File: src/rtl/aclink_slot_pkg.sv
package aclink_slot_pkg;
    localparam int SLOT_W = 20;
    localparam int GPIO_W = 16;
    localparam int IDX_W  = 7;
    localparam int ADDR_W = 8;

    typedef enum logic [1:0] {
        GS_INVALID     = 2'd0,
        GS_FIRST_PEND  = 2'd1,
        GS_VALID       = 2'd2,
        GS_UPDATE_PEND = 2'd3
    } gstate_t;
endpackage

File: src/rtl/gpio_wr_decode.sv
module gpio_wr_decode #(
    parameter int ADDR_W = 8,
    parameter logic [ADDR_W-1:0] PRI_ADDR = 8'h54,
    parameter logic [ADDR_W-1:0] SEC_ADDR = 8'hD4
) (
    input  logic              wr_en,
    input  logic [ADDR_W-1:0] wr_addr,
    output logic              hit,
    output logic              hit_sec
);
    always_comb begin
        hit_sec = wr_en && (wr_addr == SEC_ADDR);
        hit     = hit_sec || (wr_en && (wr_addr == PRI_ADDR));
    end
endmodule

File: src/rtl/gpio_slot_fsm.sv
module gpio_slot_fsm
    import aclink_slot_pkg::*;
#(
    parameter int DW = GPIO_W,
    parameter int IW = IDX_W
) (
    input  logic          clk,
    input  logic          rst_n,
    input  logic          soft_clr,
    input  logic          frame_start,
    input  logic          hit,
    input  logic          hit_sec,
    input  logic [IW-1:0] wr_idx,
    input  logic [DW-1:0] wr_data,
    output logic          apply_cmd,
    output logic          slot_live,
    output logic          pend_sec,
    output logic [IW-1:0] pend_idx,
    output logic [DW-1:0] pend_data
);
    gstate_t state, state_nx;

    always_comb begin
        state_nx = state;
        unique case (state)
            GS_INVALID:     if (hit) state_nx = GS_FIRST_PEND;
            GS_FIRST_PEND:  if (frame_start) state_nx = hit ? GS_UPDATE_PEND : GS_VALID;
            GS_VALID:       if (hit) state_nx = GS_UPDATE_PEND;
            GS_UPDATE_PEND: if (frame_start) state_nx = hit ? GS_UPDATE_PEND : GS_VALID;
            default:        state_nx = GS_INVALID;
        endcase
        if (soft_clr) state_nx = GS_INVALID;
    end

    always_ff @(posedge clk or negedge rst_n) begin
        if (!rst_n) state <= GS_INVALID;
        else        state <= state_nx;
    end

    always_comb begin
        apply_cmd = 1'b0;
        slot_live = 1'b0;
        unique case (state)
            GS_INVALID:     ;
            GS_FIRST_PEND:  begin apply_cmd = frame_start; slot_live = 1'b1; end
            GS_VALID:       slot_live = 1'b1;
            GS_UPDATE_PEND: begin apply_cmd = frame_start; slot_live = 1'b1; end
            default:        ;
        endcase
    end

    always_ff @(posedge clk or negedge rst_n) begin
        if (!rst_n) begin
            pend_sec  <= 1'b0;
            pend_idx  <= '0;
            pend_data <= '0;
        end else if (hit && !soft_clr) begin
            pend_sec  <= hit_sec;
            pend_idx  <= wr_idx;
            pend_data <= wr_data;
        end
    end
endmodule

File: src/rtl/frame_slot_regs.sv
module frame_slot_regs
    import aclink_slot_pkg::*;
#(
    parameter int SW = SLOT_W,
    parameter int DW = GPIO_W,
    parameter int IW = IDX_W
) (
    input  logic          clk,
    input  logic          rst_n,
    input  logic          soft_clr,
    input  logic          frame_start,
    input  logic          apply_cmd,
    input  logic          slot_live,
    input  logic          cmd_sec,
    input  logic [IW-1:0] cmd_idx,
    input  logic [DW-1:0] cmd_data,
    input  logic          six_ch_en,
    input  logic [SW-1:0] sub_data,
    output logic          s1_valid,
    output logic [SW-1:0] s1_data,
    output logic          s2_valid,
    output logic [SW-1:0] s2_data,
    output logic          sec_q,
    output logic          s9_valid,
    output logic [SW-1:0] s9_data,
    output logic          s12_valid,
    output logic [SW-1:0] s12_data
);
    localparam int PADW = SW - DW;
    localparam int LOW1 = SW - 1 - IW;

    logic [SW-1:0] word_just;
    logic [SW-1:0] addr_word;

    assign word_just = {cmd_data, {PADW{1'b0}}};
    assign addr_word = {1'b0, cmd_idx, {LOW1{1'b0}}};

    always_ff @(posedge clk or negedge rst_n) begin
        if (!rst_n) begin
            s1_valid  <= 1'b0;
            s1_data   <= '0;
            s2_valid  <= 1'b0;
            s2_data   <= '0;
            sec_q     <= 1'b0;
            s9_valid  <= 1'b0;
            s9_data   <= '0;
            s12_valid <= 1'b0;
            s12_data  <= '0;
        end else if (soft_clr) begin
            s1_valid  <= 1'b0;
            s1_data   <= '0;
            s2_valid  <= 1'b0;
            s2_data   <= '0;
            sec_q     <= 1'b0;
            s12_valid <= 1'b0;
            s12_data  <= '0;
        end else if (frame_start) begin
            s1_valid  <= apply_cmd;
            s2_valid  <= apply_cmd;
            sec_q     <= apply_cmd && cmd_sec;
            s1_data   <= apply_cmd ? addr_word : '0;
            s2_data   <= apply_cmd ? word_just : '0;
            s12_valid <= slot_live;
            if (apply_cmd) s12_data <= word_just;
            s9_valid  <= six_ch_en;
            s9_data   <= six_ch_en ? sub_data : '0;
        end
    end
endmodule

File: src/rtl/aclink_slot_builder.sv
module aclink_slot_builder
    import aclink_slot_pkg::*;
#(
    parameter int SW = SLOT_W,
    parameter int DW = GPIO_W,
    parameter int AW = ADDR_W,
    parameter logic [AW-1:0] PRI_ADDR = 8'h54,
    parameter logic [AW-1:0] SEC_ADDR = 8'hD4
) (
    input  logic          clk,
    input  logic          rst_n,
    input  logic          cold_rst,
    input  logic          warm_rst,
    input  logic          frame_start,
    input  logic          wr_en,
    input  logic [AW-1:0] wr_addr,
    input  logic [DW-1:0] wr_data,
    input  logic          six_ch_en,
    input  logic [SW-1:0] sub_data,
    output logic          slot1_valid,
    output logic [SW-1:0] slot1_data,
    output logic          slot2_valid,
    output logic [SW-1:0] slot2_data,
    output logic          cmd_secondary,
    output logic          slot9_valid,
    output logic [SW-1:0] slot9_data,
    output logic [SW-1:0] slot10_data,
    output logic [SW-1:0] slot11_data,
    output logic          slot12_valid,
    output logic [SW-1:0] slot12_data
);
    localparam int IW = IDX_W;

    logic          soft_clr, hit, hit_sec, apply_cmd, slot_live, pend_sec;
    logic [IW-1:0] pend_idx;
    logic [DW-1:0] pend_data;

    assign soft_clr = cold_rst | warm_rst;

    gpio_wr_decode #(.ADDR_W(AW), .PRI_ADDR(PRI_ADDR), .SEC_ADDR(SEC_ADDR)) u_dec (
        .wr_en(wr_en), .wr_addr(wr_addr), .hit(hit), .hit_sec(hit_sec)
    );

    gpio_slot_fsm #(.DW(DW), .IW(IW)) u_fsm (
        .clk(clk), .rst_n(rst_n), .soft_clr(soft_clr), .frame_start(frame_start),
        .hit(hit), .hit_sec(hit_sec), .wr_idx(wr_addr[IW-1:0]), .wr_data(wr_data),
        .apply_cmd(apply_cmd), .slot_live(slot_live), .pend_sec(pend_sec),
        .pend_idx(pend_idx), .pend_data(pend_data)
    );

    frame_slot_regs #(.SW(SW), .DW(DW), .IW(IW)) u_regs (
        .clk(clk), .rst_n(rst_n), .soft_clr(soft_clr), .frame_start(frame_start),
        .apply_cmd(apply_cmd), .slot_live(slot_live), .cmd_sec(pend_sec),
        .cmd_idx(pend_idx), .cmd_data(pend_data), .six_ch_en(six_ch_en),
        .sub_data(sub_data), .s1_valid(slot1_valid), .s1_data(slot1_data),
        .s2_valid(slot2_valid), .s2_data(slot2_data), .sec_q(cmd_secondary),
        .s9_valid(slot9_valid), .s9_data(slot9_data),
        .s12_valid(slot12_valid), .s12_data(slot12_data)
    );

    // Reserved slots are stuffed with zeros
    assign slot10_data = '0;
    assign slot11_data = '0;
endmodule

File: config.mk
export PLATFORM = sky130hd
export DESIGN_NAME = aclink_slot_builder
export DESIGN_NICKNAME = d
export VERILOG_FILES = /design/src/rtl/aclink_slot_pkg.sv /design/src/rtl/gpio_wr_decode.sv /design/src/rtl/gpio_slot_fsm.sv /design/src/rtl/frame_slot_regs.sv /design/src/rtl/aclink_slot_builder.sv
export SDC_FILE = /design/constraint.sdc
export NUM_CORES = 1
export LEC_CHECK = 0
export CORE_MARGIN = 3
export CORE_UTILIZATION = 35
export CTS_CLUSTER_SIZE = 40
export DETAILED_ROUTE_END_ITERATION = 10
export PLACE_DENSITY = 0.73
export RECOVER_POWER = 50
export SYNTH_ARGS = -nofsm -noshare
export SYNTH_HDL_FRONTEND = slang
export SYNTH_SLANG_ARGS = --single-unit
File: constraint.sdc
create_clock -name clk -period 4.1 [get_ports clk]
set_clock_uncertainty 0.2 [all_clocks]
set_input_delay 1.025 -clock clk [delete_from_list [all_inputs] [get_ports clk]]
set_output_delay 1.025 -clock clk [all_outputs]
set_load 0.1 [all_outputs]
### Yosys cells after proc, flatten, opt, wreduce, memory -nomap -nowiden

Index checks and enable logic that the tools add are counted.

| word-level totals | value |
|---|---|
| flip-flop bits (word level) | 110 |
| bits of input ports | 51 |
| output and inout port bits | 125 |
| logic and storage cells | 60 |

| operators by class | value |
|---|---|
| eq/ne operators | 8 |
| muxes and demuxes | 24 |
| bitwise operators | 2 |
| reduce and logical (&&, ||, !) cells | 14 |

Operators with widths:

| operator | count |
|---|---|
| 20-bit two-way mux | 9 |
| 19-bit two-way mux | 1 |
| 1-bit two-way mux | 9 |
| 3-bit by 1-bit != test with 1-bit output, second input constant | 3 |
| 8-bit by 7-bit == test with 1-bit output, second input constant | 1 |
| 8-bit == test, second input constant | 1 |
| 2-bit two-way mux | 4 |
| 2-bit one-hot mux with 3 select lines | 1 |
| 2-bit == test, second input constant | 2 |
| 1-bit logical AND | 4 |
| 2-bit AND reduction | 2 |
| 2-bit nonzero test | 2 |
| 3-bit AND reduction | 1 |
| 3-bit OR reduction | 1 |
| 2-bit by 1-bit == test with 1-bit output, second input constant | 1 |
| 2-bit zero test | 1 |
| 2-bit OR reduction | 1 |
| 1-bit zero test | 1 |
| 1-bit logical OR | 1 |
| 1-bit inverter | 1 |
| 1-bit bitwise OR | 1 |

### Longest topological paths before layout

Gate-level depths: netlist of run 1.

| depth | value |
|---|---|
| word-level depth | 7 |
| mapped depth | 5 |

### Modules after synthesis

From an unflattened synthesis of run 1, not the netlist that was laid out.

| unflattened totals | value |
|---|---|
| cells, all modules | 359 |
| area, all modules | 4,339.2 sq um |

Modules (own cells, without submodules):

| module | instances | cells an instance | area an instance (sq um) | seq. area each (sq um) |
|---|---|---|---|---|
| frame_slot_regs | 1 | 250 | 2,871.5 | 1,576.5 |
| gpio_slot_fsm | 1 | 61 | 1,092.3 | 650.6 |
| aclink_slot_builder | 1 | 42 | 310.3 | 0.0 |
| gpio_wr_decode | 1 | 6 | 65.1 | 0.0 |

### Worst setup path before layout of run 1

Ideal clock, no wire load.

| timing path | value |
|---|---|
| path kind | reg2out |
| start | register, netlist name u_regs.s1_valid |
| end | output port slot2_valid |
| data arrival time | 1.340 ns |
| path slack | 1.535 ns |
| cell stages (with the launch flop) | 2 |
| path buffers | 1 |
| cells stage by stage | dfrtp_1 > buf_4 |

RTL lines:

| element | RTL line | text |
|---|---|---|
| to (decl) | aclink_slot_builder.sv:22 | `output logic slot2_valid,` |

### Worst setup path in the final report of run 1

| timing path | value |
|---|---|
| start | register u_regs.s12_data[7] |
| end | output port slot12_data[7] |

RTL lines:

| element | RTL line | text |
|---|---|---|
| from (decl) | frame_slot_regs.sv:27 | `output logic [SW-1:0] s12_data` |
| from (signal assigned) | frame_slot_regs.sv:64 | `if (apply_cmd) s12_data <= word_just;` |
| to (decl) | aclink_slot_builder.sv:30 | `output logic [SW-1:0] slot12_data` |

No word-level cell between the ends.

==> impl_results.md, run 1 <==
- Vias per cell: 4.49
- Largest cells by area after synthesis: dfrtp_1 59%, buf_4 12%, a22o_1 9.2%
- Via count: 2519
- CP max-delay cell: clkdlybuf4s50_1
- Post-CTS Resized: 0
- Final setup fails: 0
- Clk buf depth: 2
- Violated checks: max-capacitance violations, max-slew violations
- Setup Slack @ Placement: 0.982 ns
- H-tree depth: 3
- Top cell type's share of synthesized area: 0.585
- Core footprint: 10500 um^2
- Hold WS: 0.278 ns
- Cell Pwr Density: 441 nW/um^2
- Final hold vios: 0
- Critical Path Fanout Max: 2
- Synthesis Warnings: 0
- Vias in the first global route: 2527
- Number of synthesized flops with an enable pin: 0
- CTS Buf Count: 9
- Clock Latency Late Sink: 0.34 ns
- Status: finished with violations
- Overall power: 0.00223 W
- Hold-fix buffers at CTS: 0
- Rel. slew slack: -0.435
- Min Tclk post-route: 3.11 ns
- # DRC: 0
- Startpoint Class: flop
- Pin count of the biggest net entering global routing: 90
- Nets: 471
- GP Congestion: 0.743
- Crit path kind: flop to primary output
- Gr usage total: 0.139
- Chip width: 110 um
- Die area: 12200 um^2
- Clock-pin transition on the worst setup and hold timing paths: 0.10 ns
- Max-slew violations: 90
- Unrepaired setup endpoints after global routing: no
- ANT nets after route: 0
- Yosys cell types: 25
- Antenna violations before repair: 0
- Die Y: 110 um
- Iter 0 DRT Violations: 109
- Most used standard cell by instance count after synthesis: dfrtp_1
- Post-Syn Instances: 310
- Ant. Diodes: 0
- Static Leak: 2.43 nW
- Hold WC Path Type: flop to flop
- Wire per inst: 14.9 um
- Period utilization: 0.758
- Final wirelength: 8.37 mm
- CTS tree: done
- Root Driver: clkbuf_8
- CP endpoint kind: primary output
- Synth cell count leaders: 89 x dfrtp_1, 62 x buf_4, 42 x nand2_1
- Share of layout cells above drive strength 1: 0.0871
- Ys flop type: dfrtp_1
- Setup TNS: 0 ns
- Post-synth ARST share: 1.00
- Num rows: 37
- Seq/Total Area, Yosys: 0.585
- WP data required: 2.87 ns
- Max incr delay on CP: 1.16 ns
- Post-DP HPWL: 5.65 mm
- Worst-margin pin slew: 2.15 ns
- Total grt overflow: 0
- Synth Register Bits: 89
- Initial DRT Pass Iterations: 4
- Area growth syn-to-layout: 32.5%
- First-pass GRT wire length: 13.0 mm
- Fmax: 0.322 GHz
- Syn Area/Cell: 12.3 um^2
- Setup ws final: 0.991 ns
- Clock sink count: 89
- Dominant cell type by area after synthesis: dfrtp_1
- Critical path arrival: 1.88 ns
- Post-CTS setup buffers: 0
- Starting Density: 0.364
- Worst-case vdd ir drop: 173 uV
- # IOs: 176
- Post-layout util: 0.482
- MaxCap Viol Count: 1
- Buf/Inv on CP: 1
- Worst path top cell family by delay: buffers and inverters
- Port Buf Inserts: 114
- Mapped cell area: 3810 um^2
- Worst-path cell chain: clkdlybuf4s50_1
layout make-up:
type                       instances  area, um^2
clock buffer                       9         124
clock inverter                     7         100
fill                             965        5420
multi-input combinational        202        1260
sequential                        89        2230
tap                              136         170
timing repair buffer             118        1160
kinds of logic (layout without fill, tap and decap cells):
kind of cell / Yosys count / in the layout / synth area share
buffers and inverters: 79 / 134 / 0.145
and+or+nand+nor: 58 / 58 / 0.0763
other: 1 / 61 / 0.000985
DFF: 89 / 89 / 0.585
AOI/OAI and AO/OA: 65 / 65 / 0.128
muxes: 18 / 18 / 0.0651
cells in the final DEF, fill, tap and decap left out, types with 2 or more instances in the layout:
cell and count:
dlygate4sd3_1 2, and2_1 2, and2_0 2, o21ai_1 12, clkdlybuf4s50_1 111, clkbuf_2 2
clkbuf_8 9, o21ai_0 9, mux2_1 6, a21oi_1 2, bufinv_16 2, mux2_4 12
dfrtp_1 89, nand2b_1 3, a22o_1 40, conb_1 61, inv_6 3, nand2_1 42
buf_4 3, nor2_1 2
metal layers:
layer,up-vias,track usage,share of wire
li1,1159,-,-
met1,1264,0.181,0.42
met2,84,0.229,0.52
met3,12,0.0309,0.051
met4,0,0.0475,0.016
met5,-,0,0
registers in the layout (all words and copies together) (netlist names):
name and count:
u_regs.s9_data 20, u_fsm.pend_data 16, u_regs.s12_data 16, u_regs.s2_data 16, u_fsm.pend_idx 7, u_regs.s1_data 7, u_fsm.state 2, u_fsm.pend_sec 1
u_regs.s12_valid 1, u_regs.s1_valid 1, u_regs.s9_valid 1, u_regs.sec_q 1
through the flow:
step                      area [um^2]  instances
after CTS                        5050        561
after detailed placement         4820        545
after global placement           4820        545
after global routing             5040        561
after floorplan                  4030        370
final                            5040        561
power by group:
part           internal [W]  switching [W]
Combinational      0.000107       0.000516
Sequential         0.000910      0.0000197
Clock              0.000350       0.000323
Total               0.00137       0.000859
worst register-to-register path, stage by stage, from the launching register on:
cell      delay (ns)
dfrtp_1         0.43
and3_1          0.17
clkbuf_2        0.52
a22o_1          0.43
path summary, 6_finish.rpt:
check | from | endpoint | slack (ns) | depth (start not counted)
worst min-delay path | u_fsm.pend_idx[4]$_DFFE_PN0P_ | u_fsm.pend_idx[4]$_DFFE_PN0P_ | 0.28 | 1
worst max-delay path | u_regs.s12_data[7]$_DFFE_PN0P_ | slot12_data[7] | 0.99 | 1
max in group asynchronous | rst_n | u_regs.s9_data[16]$_DFFE_PN0P_ | 1.32 | 1
worst min register to register | u_fsm.pend_idx[4]$_DFFE_PN0P_ | u_fsm.pend_idx[4]$_DFFE_PN0P_ | 0.28 | 1
worst max register to register | u_fsm.state[0]$_DFFE_PN0P_ | u_regs.s12_data[8]$_DFFE_PN0P_ | 2.25 | 3
min in group asynchronous | rst_n | u_regs.s9_data[10]$_DFFE_PN0P_ | 1.07 | 1
No activity file was read; power rests on OpenSTA's default activity.
==> run 2: changes to the inputs <==
clock period = 3.1 ns   (was 4.1 ns; I/O delays follow)
==> impl_results.md, run 2 (synthesized netlist as in run 1, its figures left out) <==
- Worst R2R Setup Slack: 1.69 ns (-0.56 ns)
- Hold WC Path Type: flop to flop
- Crit path kind: flop to primary output
- Area growth syn-to-layout: 27.7%
- Status: complete, no violations
- Nets: 473 (+0.42%)
- Period utilization: 0.832
- Max incr delay on CP: 0.89 ns (-0.27 ns)
- Psw: 0.00113 W (+32%)
- # IOs: 176 (unchanged)
- Min-delay src: u_fsm.pend_idx[6]$_DFFE_PN0P_
- Die Y: 110 um (unchanged)
- Final setup fails: 0 (unchanged)
- Vias in the first global route: 2350 (-7.0%)
- CP max-delay cell: clkbuf_1
- Pint: 0.00194 W (+42%)
- Total grt overflow: 0 (unchanged)
- Iter 0 DRT Violations: 56 (-49%)
- Setup TNS: 0 ns (unchanged)
- CP Launch Point: u_regs.s9_data[16]$_DFFE_PN0P_
- WP data required: 2.12 ns (-0.75 ns)
- Register bank with the most flops: u_regs.s9_data
- Share of layout cells above drive strength 1: 0.171 (+0.0839)
- Buf/Inv on CP: 1 (unchanged)
- Cell Pwr Density: 633 nW/um^2 (+43%)
- CP endpoint kind: primary output
- Clock sink count: 89 (unchanged)
- Met2 usage: 0.215 (-0.0139)
- Clock-pin transition on the worst setup and hold timing paths: 0.10 ns (about the same)
- Post-DP HPWL: 5.91 mm (+4.7%)
- Post-CTS setup buffers: 0 (unchanged)
- Static Leak: 2.47 nW (+1.5%)
- Clock network fraction of total power: 0.341 (+0.039)
- GP Congestion: 0.704 (-5.1%)
- Die area: 12200 um^2 (unchanged)
- Initial DRT Pass Iterations: 4 (unchanged)
- Final hold vios: 0 (unchanged)
- Critical path arrival: 1.60 ns (-0.28 ns)
- CTS Buf Count: 9 (unchanged)
- Core footprint: 10500 um^2 (unchanged)
- Chip width: 110 um (unchanged)
- Sequential Power Share: 0.400 (-0.018)
- Grt met1 use: 0.173 (-0.00816)
- Num rows: 37 (unchanged)
- Ant. Diodes: 0 (unchanged)
- # DRC: 0 (unchanged)
- Hold-fix buffers at CTS: 0 (unchanged)
- Switching Fraction: 0.369 (-0.0168)
- Clock Latency Late Sink: 0.35 ns (about the same)
- ANT nets after route: 0 (unchanged)
- RR Startpoint: u_fsm.state[0]$_DFFE_PN0P_
- Post-layout util: 0.464 (-0.0176)
- Gr usage total: 0.133 (-0.00538)
- First-pass GRT wire length: 12.3 mm (-5.4%)
- Rel. slew slack: 0.191 (+0.626)
- Worst-case vdd ir drop: 273 uV (+58%)
- Commonest cells after routing, fill and taps aside: 89 x dfrtp_1, 61 x conb_1, 47 x clkdlybuf4s50_1
- Startpoint Class: flop
- CTS tree: done
- H-tree depth: 3 (unchanged)
- Via count: 2478 (-1.6%)
- MaxCap Viol Count: 0 (-1)
- Min Tclk post-route: 2.58 ns
- Fmax: 0.388 GHz
- Most common cell after layout, fill and taps aside: dfrtp_1
- Worst-path cell chain: clkbuf_1
- Worst-margin pin slew: 1.22 ns (-0.934 ns)
- Antenna violations before repair: 0 (unchanged)
- Post-CTS Resized: 0 (unchanged)
- Max FFs per register: 20 (unchanged)
- Root Driver: clkbuf_8
- Pin count of the biggest net entering global routing: 46 (-49%)
- Critical Path Fanout Max: 2 (unchanged)
- Starting Density: 0.364 (unchanged)
- Clk buf depth: 2 (unchanged)
- Vias per cell: 4.40 (-2.0%)
- Comb power frac: 0.259 (-0.021)
- Port Buf Inserts: 114 (unchanged)
- Final wirelength: 8.24 mm (-1.6%)
- Unrepaired setup endpoints after global routing: no
- Grt peak-use layer: met2
- Max-slew violations: 0 (-100%)
- Worst path top cell family by delay: buffers and inverters
- Grt met3 use: 0.0367 (+0.00582)
- Wire per inst: 14.6 um (-2.0%)
run 2: final cells by class:
class / count / area (um^2)
timing repair buffer: 120 / 933
tap: 136 / 170
clock inverter: 7 / 146
clock buffer: 9 / 124
fill: 999 / 5600
sequential: 89 / 2230
multi-input combinational: 202 / 1260
run 2: worst paths after layout:
| check | endpoint | cells past startpoint |
|---|---|---|
| worst max-delay path | slot9_data[16] | 1 |
| max in group asynchronous | u_regs.s12_data[5]$_DFFE_PN0P_ | 2 |
| worst min register to register | u_fsm.pend_idx[6]$_DFFE_PN0P_ | 1 |
| worst min-delay path | u_fsm.pend_idx[6]$_DFFE_PN0P_ | 1 |
| worst max register to register | u_regs.s1_data[18]$_DFFE_PN0P_ | 3 |
| min in group asynchronous | u_regs.s9_data[10]$_DFFE_PN0P_ | 1 |
run 2: through the flow:
step	cells	hold slack (ns)	total power, W	instance area (um^2)	setup slack [ns]
2_1_floorplan	370	0.235	0.00195	4030	0.785
5_1_grt	563	0.286	0.00320	4860	0.467
3_3_place_gp	547	0.252	0.00207	4700	0.338
3_5_place_dp	547	0.257	0.00208	4700	0.254
6_report	563	0.275	0.00307	4860	0.521
4_1_cts	563	0.213	0.00313	4970	0.659
run 2: per-layer routing:
metal	up-vias	part of all wire
li1	1164	-
met2	84	0.52
met1	1215	0.40
met5	-	0
met3	15	0.061
met4	0	0.019
run 2: power groups by stage:
stage / Combinational, W / Clock, W / Sequential [W]
after floorplan: 0.000440 / 0 / 0.00151
after global placement: 0.000818 / 0 / 0.00125
after detailed placement: 0.000823 / 0 / 0.00125
after CTS: 0.000823 / 0.00108 / 0.00123
after global routing: 0.000827 / 0.00114 / 0.00124
final: 0.000796 / 0.00105 / 0.00123
